## src/rtl/clkseq_pkg.sv

```systemverilog
package clkseq_pkg;

   typedef enum logic [2:0] {
      STP_NONE   = 3'd0,
      STP_XTAL   = 3'd1,
      STP_PREDIV = 3'd2,
      STP_RATIO  = 3'd3,
      STP_PLL    = 3'd4,
      STP_UNDIV  = 3'd5
   } step_e;

   typedef enum logic [1:0] {
      SEQ_IDLE = 2'd0,
      SEQ_WAIT = 2'd1,
      SEQ_FIN  = 2'd2
   } seq_state_e;

   function automatic step_e step_after(step_e s);
      case (s)
         STP_NONE:   return STP_XTAL;
         STP_XTAL:   return STP_PREDIV;
         STP_PREDIV: return STP_RATIO;
         STP_RATIO:  return STP_PLL;
         STP_PLL:    return STP_UNDIV;
         default:    return STP_NONE;
      endcase
   endfunction

endpackage

```

## src/rtl/clkseq_settle_timer.sv

```systemverilog
module clkseq_settle_timer #(
   parameter int CNT_W = 16
) (
   input  logic             clk,
   input  logic             rst,
   input  logic             load,
   input  logic [CNT_W-1:0] load_val,
   output logic             expired
);

   logic [CNT_W-1:0] cnt_q;

   always_ff @(posedge clk) begin
      if (rst) begin
         cnt_q <= '0;
      end else if (load) begin
         cnt_q <= load_val;
      end else if (cnt_q != '0) begin
         cnt_q <= cnt_q - 1'b1;
      end
   end

   assign expired = (cnt_q == '0);


   settle_count_down_chk: assert property (@(posedge clk) disable iff (rst)
      (!load && !expired) |=> (cnt_q == $past(cnt_q) - 1'b1));

endmodule

```

## src/rtl/clkseq_step_fsm.sv

```systemverilog
module clkseq_step_fsm
   import clkseq_pkg::*;
#(
   parameter int CNT_W = 16
) (
   input  logic             clk,
   input  logic             rst,
   input  logic             start_req,
   input  logic             full_speed,
   input  logic [CNT_W-1:0] settle_cycles,
   input  logic             tmr_expired,
   output logic             tmr_load,
   output logic [CNT_W-1:0] tmr_val,
   output logic             wr_en,
   output step_e            wr_step,
   output logic             prof_full,
   output logic             busy,
   output logic             done
);

   seq_state_e       state_q;
   seq_state_e       state_d;
   step_e            step_q;
   logic [CNT_W-1:0] settle_q;
   logic             prof_q;
   logic             accept;

   assign accept = (state_q == SEQ_IDLE) && start_req;

   always_comb begin
      state_d  = state_q;
      wr_en    = 1'b0;
      wr_step  = step_q;
      tmr_load = 1'b0;
      case (state_q)
         SEQ_IDLE: begin
            if (start_req) begin
               wr_en    = 1'b1;
               wr_step  = STP_XTAL;
               tmr_load = 1'b1;
               state_d  = SEQ_WAIT;
            end
         end
         SEQ_WAIT: begin
            if (tmr_expired) begin
               wr_en   = 1'b1;
               wr_step = step_after(step_q);
               if (step_after(step_q) == STP_UNDIV) begin
                  state_d = SEQ_FIN;
               end else begin
                  tmr_load = 1'b1;
               end
            end
         end
         SEQ_FIN: state_d = SEQ_IDLE;
         default: state_d = SEQ_IDLE;
      endcase
   end

   // First load comes straight from the port; later loads use the captured value.
   assign tmr_val = (state_q == SEQ_IDLE) ? settle_cycles : settle_q;

   always_ff @(posedge clk) begin
      if (rst) begin
         state_q  <= SEQ_IDLE;
         step_q   <= STP_NONE;
         settle_q <= '0;
         prof_q   <= 1'b0;
      end else begin
         state_q <= state_d;
         if (accept) begin
            settle_q <= settle_cycles;
            prof_q   <= full_speed;
         end
         if (wr_en) begin
            step_q <= wr_step;
         end else if (state_q == SEQ_FIN) begin
            step_q <= STP_NONE;
         end
      end
   end

   assign prof_full = prof_q;
   assign busy      = (state_q == SEQ_WAIT);
   assign done      = (state_q == SEQ_FIN);


   done_pulse_chk: assert property (@(posedge clk) disable iff (rst)
      done |=> (!done && !busy));


   done_not_busy_chk: assert property (@(posedge clk) disable iff (rst)
      !(done && busy));


   start_ignored_chk: assert property (@(posedge clk) disable iff (rst)
      ((busy || done) && start_req) |-> !(wr_en && wr_step == STP_XTAL));


   profile_hold_chk: assert property (@(posedge clk) disable iff (rst)
      busy |=> $stable(prof_q));

endmodule

```

## src/rtl/clkseq_out_regs.sv

```systemverilog
module clkseq_out_regs
   import clkseq_pkg::*;
#(
   parameter int NUM_LANES = 3,
   parameter int LANE_W    = 2,
   localparam int OUT_W    = NUM_LANES * LANE_W
) (
   input  logic             clk,
   input  logic             rst,
   input  logic             wr_en,
   input  step_e            wr_step,
   input  logic             prof_full,
   output logic [OUT_W-1:0] src_sel,
   output logic [OUT_W-1:0] core_div,
   output logic [OUT_W-1:0] sys_div
);

   logic [OUT_W-1:0] pll_code;
   logic [OUT_W-1:0] div2_code;

   for (genvar l = 0; l < NUM_LANES; l++) begin : g_lane
      assign pll_code[l*LANE_W +: LANE_W]  = LANE_W'(2);
      assign div2_code[l*LANE_W +: LANE_W] = {LANE_W{1'b1}};
   end

   always_ff @(posedge clk) begin
      if (rst) begin
         src_sel  <= '0;
         core_div <= '0;
         sys_div  <= '0;
      end else if (wr_en) begin
         case (wr_step)
            STP_XTAL: begin
               src_sel  <= '0;
               core_div <= '0;
               sys_div  <= '0;
            end
            STP_PREDIV: core_div <= div2_code;
            STP_RATIO:  sys_div  <= prof_full ? div2_code : '0;
            STP_PLL:    src_sel  <= pll_code;
            STP_UNDIV:  core_div <= '0;
            default: ;
         endcase
      end
   end


   pll_after_prediv_chk: assert property (@(posedge clk) disable iff (rst)
      (wr_en && wr_step == STP_PLL) |-> (core_div == div2_code));


   src_hold_chk: assert property (@(posedge clk) disable iff (rst)
      (wr_en && (wr_step == STP_PREDIV || wr_step == STP_RATIO || wr_step == STP_UNDIV))
      |=> $stable(src_sel));


   div_hold_on_pll_chk: assert property (@(posedge clk) disable iff (rst)
      (wr_en && wr_step == STP_PLL) |=> ($stable(core_div) && $stable(sys_div)));

endmodule

```

## src/rtl/staged_clk_switch.sv

```systemverilog
module staged_clk_switch
   import clkseq_pkg::*;
#(
   parameter int NUM_LANES = 3,
   parameter int LANE_W    = 2,
   parameter int CNT_W     = 16
) (
   input  logic                        clk,
   input  logic                        rst,
   input  logic                        start_req,
   input  logic                        full_speed,
   input  logic [CNT_W-1:0]            settle_cycles,
   output logic [NUM_LANES*LANE_W-1:0] core_src_sel,
   output logic [NUM_LANES*LANE_W-1:0] core_div_val,
   output logic [NUM_LANES*LANE_W-1:0] sys_div_val,
   output logic                        busy,
   output logic                        done
);

   if (LANE_W < 2) begin : g_bad_lane
      $error("LANE_W must be at least 2 to hold the PLL code");
   end
   if (NUM_LANES < 1) begin : g_bad_lanes
      $error("NUM_LANES must be at least 1");
   end
   if (CNT_W < 1) begin : g_bad_cnt
      $error("CNT_W must be at least 1");
   end

   logic             tmr_load;
   logic [CNT_W-1:0] tmr_val;
   logic             tmr_expired;
   logic             wr_en;
   step_e            wr_step;
   logic             prof_full;

   clkseq_settle_timer #(.CNT_W(CNT_W)) i_timer (
      .clk      (clk),
      .rst      (rst),
      .load     (tmr_load),
      .load_val (tmr_val),
      .expired  (tmr_expired)
   );

   clkseq_step_fsm #(.CNT_W(CNT_W)) i_fsm (
      .clk           (clk),
      .rst           (rst),
      .start_req     (start_req),
      .full_speed    (full_speed),
      .settle_cycles (settle_cycles),
      .tmr_expired   (tmr_expired),
      .tmr_load      (tmr_load),
      .tmr_val       (tmr_val),
      .wr_en         (wr_en),
      .wr_step       (wr_step),
      .prof_full     (prof_full),
      .busy          (busy),
      .done          (done)
   );

   clkseq_out_regs #(.NUM_LANES(NUM_LANES), .LANE_W(LANE_W)) i_regs (
      .clk       (clk),
      .rst       (rst),
      .wr_en     (wr_en),
      .wr_step   (wr_step),
      .prof_full (prof_full),
      .src_sel   (core_src_sel),
      .core_div  (core_div_val),
      .sys_div   (sys_div_val)
   );


   settle_hold_chk: assert property (@(posedge clk) disable iff (rst)
      (busy && !tmr_expired)
      |=> ($stable(core_src_sel) && $stable(core_div_val) && $stable(sys_div_val)));


   idle_hold_chk: assert property (@(posedge clk) disable iff (rst)
      (!busy && !start_req)
      |=> ($stable(core_src_sel) && $stable(core_div_val) && $stable(sys_div_val)));

endmodule

```

## config.mk

```make
export PLATFORM = sky130hd
export DESIGN_NAME = staged_clk_switch
export DESIGN_NICKNAME = d
export VERILOG_FILES = /design/src/rtl/clkseq_pkg.sv /design/src/rtl/clkseq_settle_timer.sv /design/src/rtl/clkseq_step_fsm.sv /design/src/rtl/clkseq_out_regs.sv /design/src/rtl/staged_clk_switch.sv
export SDC_FILE = /design/constraint.sdc
export NUM_CORES = 1
export LEC_CHECK = 0
export ABC_AREA = 1
export BUFFER_PORTS_ARGS = -buffer_cell sky130_fd_sc_hd__buf_4
export CAP_MARGIN = 10
export CORE_MARGIN = 2
export CORE_UTILIZATION = 50
export CTS_BUF_LIST = sky130_fd_sc_hd__clkbuf_16
export CTS_CLUSTER_SIZE = 14
export DETAILED_ROUTE_END_ITERATION = 10
export PLACE_DENSITY_LB_ADDON = 0.3
export SKIP_LAST_GASP = 1
export SYNTH_ARGS = -nofsm -noshare
export SYNTH_HDL_FRONTEND = slang
export SYNTH_HIERARCHICAL = 1
export SYNTH_SLANG_ARGS = --single-unit
export TNS_END_PERCENT = 30
```

## constraint.sdc

```tcl
create_clock -name clk -period 4.25 [get_ports clk]
set_input_delay 0.85 -clock clk [delete_from_list [all_inputs] [get_ports clk]]
set_output_delay 0.85 -clock clk [all_outputs]
set_load 0.005 [all_outputs]
```

**Yosys cells after proc, flatten, opt, wreduce, memory -nomap -nowiden**

Cells that the tools add are included.

- Register bits: 56
- Logic and storage cells: 64

- Reduce and logical (&&, ||, !) cells: 15
- Equality and inequality tests: 15
- $add $sub $neg: 1
- Muxes and demuxes: 25

Operators by type and width:

| cell | number |
|---|---|
| 16-bit 2-to-1 mux | 3 |
| 6-bit one-hot mux with 2 select lines | 3 |
| 3-bit 2-to-1 mux | 6 |
| 16-bit zero test | 1 |
| 16-bit nonzero test | 1 |
| 16-bit by 1-bit subtractor with 16-bit output, second input constant | 1 |
| 3-bit one-hot mux with 5 select lines | 1 |
| 3-bit by 2-bit == test with 1-bit output, second input constant | 4 |
| 3-bit == test, second input constant | 4 |
| 2-bit nonzero test | 5 |
| 3-bit by 1-bit == test with 1-bit output, second input constant | 2 |
| 2-bit 2-to-1 mux | 3 |
| 6-bit 2-to-1 mux | 1 |
| 3-bit one-hot mux with 2 select lines | 1 |
| 2-bit AND reduction | 3 |
| 1-bit 2-to-1 mux | 4 |
| 2-bit by 1-bit != test with 1-bit output, second input constant | 2 |
| 1-bit one-hot mux with 2 select lines | 2 |
| 2-bit one-hot mux with 2 select lines | 1 |
| 3-bit zero test | 1 |
| 3-bit AND reduction | 1 |
| 2-bit by 1-bit == test with 1-bit output, second input constant | 1 |
| 2-bit == test, second input constant | 1 |
| 2-bit zero test | 1 |
| 3 further kinds | 3 |

**Logic depth before layout (Yosys ltp)**

- Depth after elaboration: 9
- Mapped depth: 15
- Depth with buffers taken out: 15

**Modules after synthesis**

The synthesis kept the hierarchy.

By module, submodules not included:

| module | cells each | area each (um^2) | times used |
|---|---|---|---|
| clkseq_settle_timer | 179 | 1,114.8 | 1 |
| clkseq_step_fsm | 157 | 1,078.5 | 1 |
| clkseq_out_regs | 40 | 270.3 | 1 |

**Worst setup path before layout**

Ideal clock, no wire load.

- Path kind: reg2reg
- From: reg i_timer.cnt_q[0]
- To: reg i_timer.cnt_q[13]
- Setup time: 128 ps
- Cell stages (with the launch flop): 15
- Clock period less this slack: 2,123 ps
- Path slack: 2,127 ps
- Data arrival time: 1,996 ps
- Required time: 4,122 ps
- Buffers on the path: 1
- Cell sequence: dfxtp_1 -> inv_1 -> ha_1 -> nand2_4 -> nor2_8 -> nand4_4 -> inv_2 -> nand2_2 -> o21ai_0 -> inv_1 -> buf_2 -> nand3_1 -> nand2_1 -> nand2_1 -> nor2_1

- Longest elaborated chain between the ends: 4

RTL lines:

| what | RTL line | RTL |
|---|---|---|
| start, declared | clkseq_settle_timer.sv:11 | `logic [CNT_W-1:0] cnt_q;` |
| start signal, assigned | clkseq_settle_timer.sv:17 | `cnt_q <= load_val;` |
| start signal, assigned | clkseq_settle_timer.sv:19 | `cnt_q <= cnt_q - 1'b1;` |
| 16-bit zero test (*) | clkseq_settle_timer.sv:23 | `assign expired = (cnt_q == '0);` |
| via tmr_expired | staged_clk_switch.sv:32 | `logic tmr_expired;` |
| 1-bit 2-to-1 mux (*) | clkseq_step_fsm.sv:45 | `if (tmr_expired) begin` |
| 1-bit one-hot mux with 2 select lines (*) | clkseq_step_fsm.sv:35 | `case (state_q)` |
| via tmr_load | staged_clk_switch.sv:30 | `logic tmr_load;` |
| 16-bit 2-to-1 mux / 2-bit nonzero test (equally long branches) | -- |  |

The timed path passes the listed nets; every way through them passes the cells marked *. The select of a mux whose other input is x is not followed.
A chain may end at the register's enable or synchronous reset.

**Worst setup path after layout**

- From: reg i_fsm.state_q[1]
- To: reg i_timer.cnt_q[1]

- Longest elaborated chain between the ends: 3

RTL lines:

| what | RTL line | RTL |
|---|---|---|
| start, declared | clkseq_step_fsm.sv:21 | `seq_state_e state_q;` |
| start signal, assigned | clkseq_step_fsm.sv:70 | `state_q <= state_d;` |
| 2-bit by 1-bit == test with 1-bit output / 2-bit zero test (equally long branches) | clkseq_step_fsm.sv:35 |  |
| 1-bit one-hot mux with 2 select lines (*) | clkseq_step_fsm.sv:35 |  |
| via tmr_load | staged_clk_switch.sv:30 |  |
| 16-bit 2-to-1 mux / 2-bit nonzero test (equally long branches) | -- |  |

The timed path passes the listed nets; every way through them passes the cells marked *.

==> run_summary.xml <==
<?xml version="1.0" encoding="UTF-8"?>
<metrics>
  <group name="clock_network">
    <metric name="resize_count_post_cts" unit="">0</metric>
    <metric name="clock_insertion_delay_worst_skew" unit="ps">280</metric>
    <metric name="ctsHtreeMaxLevel" unit="">2</metric>
    <metric name="clock_tree.root_cell" unit="">sky130_fd_sc_hd__clkbuf_16</metric>
    <metric name="cts_tree" unit="">built</metric>
    <metric name="cts-root-to-sink-buffers" unit="">2</metric>
    <metric name="cts.hold.buffers_added" unit="">0</metric>
    <metric name="cts-buffers-inserted" unit="">5</metric>
    <metric name="postCtsSetupBuffers" unit="">0</metric>
    <metric name="clock-sinks" unit="">41</metric>
    <metric name="clk_pin_slew_worst_paths" unit="ps">60</metric>
  </group>
  <group name="logic_synthesis">
    <metric name="post_synth_edffs" unit="">0</metric>
    <metric name="yosysMostFrequentCell" unit="">sky130_fd_sc_hd__nand2_1</metric>
    <metric name="post-synth-top-area-cell" unit="">sky130_fd_sc_hd__dfxtp_1</metric>
    <metric name="synth_top_cells_by_area" unit="">sky130_fd_sc_hd__dfxtp_1, sky130_fd_sc_hd__nand2_1, sky130_fd_sc_hd__nor2_1</metric>
    <metric name="post_synth_num_cell_types" unit="">33</metric>
    <metric name="synth.yosys.seq_area_share" unit="%">33.3</metric>
    <metric name="postSynthRegisterBits" unit="">41</metric>
    <metric name="yosysTopAreaCellShare" unit="%">33.3</metric>
    <metric name="yosysWarningCount" unit="">6</metric>
    <metric name="netlist_top_cells_count" unit="">sky130_fd_sc_hd__nand2_1, sky130_fd_sc_hd__nor2_1, sky130_fd_sc_hd__inv_1</metric>
    <metric name="post_synth_instance_area" unit="µm²">2460</metric>
    <metric name="synth_flop_cell" unit="">sky130_fd_sc_hd__dfxtp_1</metric>
    <metric name="proportion_of_register_bits_with_asynchronous_set_or_reset_after_synthesis" unit="%">0</metric>
    <metric name="synthesis.instances" unit="">376</metric>
    <metric name="syn_avg_cell_area" unit="µm²">6.55</metric>
  </group>
  <group name="worst_setup_path">
    <metric name="critical_path.startpoint" unit="">i_fsm/state_q[1]</metric>
    <metric name="timing_endpoint_of_the_critical_path" unit="">i_timer/cnt_q[1]</metric>
    <metric name="cp.buffers_inverters" unit="">2</metric>
    <metric name="path_delay_family" unit="">simple AND/OR/NAND/NOR gates</metric>
    <metric name="timing.critical_path.slowest_cell_delay" unit="ps">550</metric>
    <metric name="regToRegStartpoint" unit="">i_fsm/state_q[1]</metric>
    <metric name="worst_setup_path_start_kind" unit="">register</metric>
    <metric name="crit_type" unit="">register to register</metric>
    <metric name="critical_path_peak_fanout" unit="">33</metric>
    <metric name="rr_endpoint" unit="">i_timer/cnt_q[1]</metric>
    <metric name="timing.critical_path.to_type" unit="">register</metric>
    <metric name="path_depth" unit="">8</metric>
    <metric name="timing.critical_path.cells" unit="">nor2_4, nand2_2, o21ai_1, buf_4, inv_1, nand3_2, nand2_1, a21oi_1</metric>
    <metric name="timing.critical_path.slowest_stage_cell" unit="">sky130_fd_sc_hd__nor2_4</metric>
    <metric name="worst_reg2reg_setup_slack" unit="ps">1720</metric>
    <metric name="worst-endpoint-required" unit="ps">4470</metric>
    <metric name="ff2ff_path_depth" unit="">8</metric>
    <metric name="arrival_time_at_the_worst_endpoint" unit="ps">2750</metric>
  </group>
  <group name="finish">
    <metric name="finish.utilization" unit="%">60.2</metric>
    <metric name="area_growth_syn_to_layout" unit="%">15.4</metric>
    <metric name="num-nets-final" unit="">417</metric>
    <metric name="final.fill_count" unit="">459</metric>
    <metric name="layout-drive-gt1-share" unit="%">17.6</metric>
    <metric name="antenna_cells_inserted" unit="">0</metric>
  </group>
  <group name="sta">
    <metric name="timing.fmax" unit="GHz">0.395</metric>
    <metric name="worst_slew_margin_rel" unit="%">55.9</metric>
    <metric name="final-setup-viol-count" unit="">0</metric>
    <metric name="final_hold_viol_count" unit="">0</metric>
    <metric name="tightestPinTransition" unit="ps">660</metric>
    <metric name="period_needed" unit="ps">2530</metric>
    <metric name="min_period_over_period" unit="%">59.6</metric>
    <metric name="report.final.slew_viol_count" unit="">0</metric>
    <metric name="grt_setup_unrepaired" unit="">no</metric>
    <metric name="finalClockSkew" unit="ps">3.62</metric>
    <metric name="final.setup.tns" unit="ps">0</metric>
  </group>
  <group name="floorplan">
    <metric name="dieWidth" unit="µm">74.2</metric>
    <metric name="io_pins" unit="">40</metric>
    <metric name="floorplan.die_area" unit="µm²">5500</metric>
    <metric name="fp.dieH" unit="µm">74.2</metric>
    <metric name="std_cell_rows" unit="">25</metric>
    <metric name="fp.coreArea" unit="µm²">4720</metric>
    <metric name="initial_utilization" unit="%">52.2</metric>
  </group>
  <group name="placed_design">
    <metric name="port_buffer_cells" unit="">36</metric>
    <metric name="dp_hpwl" unit="µm">3760</metric>
    <metric name="place_congestion" unit="">0.889</metric>
  </group>
  <group name="global_routing">
    <metric name="first_global_vias" unit="">1860</metric>
    <metric name="track_usage" unit="%">19.8</metric>
    <metric name="number_of_antenna_violations_at_the_first_check_in_global_routing" unit="">0</metric>
    <metric name="grt.overflow.total" unit="">0</metric>
    <metric name="grt_pass1_wl" unit="µm">8370</metric>
    <metric name="pin_count_of_the_biggest_net_entering_global_routing" unit="">34</metric>
  </group>
  <group name="pwr">
    <metric name="powerDensity" unit="nW/µm²">539</metric>
    <metric name="power.leakage" unit="µW">0.00142</metric>
    <metric name="ir_worst_vdd" unit="mV">0.321</metric>
  </group>
  <group name="route">
    <metric name="postRouteWirelength" unit="µm">5080</metric>
    <metric name="route.detailed.wl_per_inst" unit="µm">11.0</metric>
    <metric name="dr_wl_met2" unit="µm">2180</metric>
    <metric name="met1_wl" unit="µm">2500</metric>
    <metric name="detail_route.drc_violations" unit="">0</metric>
    <metric name="detailedRoute.firstPassIterationCount" unit="">4</metric>
    <metric name="via_count" unit="">2239</metric>
    <metric name="highest_metal_layer_with_signal_wires" unit="">met4</metric>
    <metric name="antenna_left" unit="">0</metric>
    <metric name="drtIter0Drc" unit="">120</metric>
    <metric name="avgViaCountPerCell" unit="">4.83</metric>
    <metric name="routed-wl-met3" unit="µm">299</metric>
  </group>
  <group name="flow_run">
    <metric name="maxCapViolations" unit="">0</metric>
  </group>
  <group name="outcome">
    <metric name="run_status" unit="">finished, final reports clean</metric>
  </group>
  <group name="hold_path">
    <metric name="min_path_type" unit="">register to register</metric>
  </group>
</metrics>
==> through the flow <==
stage	cells	area (µm²)	hold slack (ps)	setup slack [ps]	total power (µW)
final	464	2840	463	1720	1530
after CTS	464	2840	467	1710	1540
after floorplan	378	2470	426	2130	944
after detailed placement	456	2650	458	1730	1050
after global placement	456	2650	435	1770	1040
after global routing	464	2840	480	1490	1650
==> tightest hold or removal path, cell delays in order, from the launching register on <==
cell,delay [ps]
sky130_fd_sc_hd__dfxtp_1,300
sky130_fd_sc_hd__inv_1,50
sky130_fd_sc_hd__a21oi_1,60
==> registers in the layout, indices dropped and copies added (netlist names) <==
signal	count
i_fsm/settle_q	16
i_timer/cnt_q	16
i_fsm/step_q	3
i_fsm/state_q	2
i_fsm/prof_full	1
i_regs/core_div	1
i_regs/src_sel	1
i_regs/sys_div	1
==> power by group <==
part / total [µW] / switching (µW) / internal, µW
sequential: 493 / 52.5 / 440
clock: 488 / 152 / 335
combinational: 553 / 352 / 202
==> layout by cell type (no fill, tap or decap), drive strengths merged, types with 4 or more instances in the layout <==
cell | synthesis | layout
nand2 | 82 | 82
nor2 | 69 | 69
inv | 51 | 51
dfxtp | 41 | 41
buf | 21 | 37
nand3 | 33 | 33
o21ai | 28 | 28
a21oi | 26 | 26
clkbuf | 5 | 5
xnor2 | 4 | 4
nand4 | 4 | 4
==> metal layers <==
metal | global-route usage, % | vias up
li1 | - | 1197
met4 | 9.29 | 0
met2 | 28.2 | 65
met5 | 0 | -
met1 | 28.6 | 969
met3 | 4.20 | 8
==> cell type report <==
class / instances / area (µm²) / area share (%)
flip-flops and latches: 41 / 821 / 28.9
clock buffers: 5 / 125 / 4.40
repair buffers: 37 / 278 / 9.77
multi-input cells: 259 / 1270 / 44.9
well taps: 67 / 83.8 / 2.95
clock inverters: 3 / 65.1 / 2.29
inverters: 52 / 195 / 6.87
==> worst min path at each step <==
stage | from | end | slack (ps) | cells after the start
CTS | i_fsm/settle_q[4] | i_fsm/settle_q[4] | 470 | 2
global route | i_fsm/settle_q[4] | i_fsm/settle_q[4] | 480 | 2
floorplan | i_fsm/settle_q[4] | i_fsm/settle_q[4] | 430 | 2
global placement | i_fsm/settle_q[4] | i_fsm/settle_q[4] | 430 | 2
detailed placement | i_fsm/settle_q[4] | i_fsm/settle_q[4] | 460 | 2
finish | i_fsm/settle_q[4] | i_fsm/settle_q[4] | 460 | 2
==> cells by family (layout without fill, tap and decap cells) <==
family	Yosys count	after routing	share of synthesized area, %
xor gates and xnor gates	7	7	2.79
and+or+nand+nor	192	192	36.4
DFF	41	41	33.3
adders and majority gates	1	1	0.508
other	1	3	0.152
AOI/OAI and AO/OA	56	56	11.6
buffers and inverters	78	97	15.2
No activity file was read; power rests on OpenSTA's default activity.
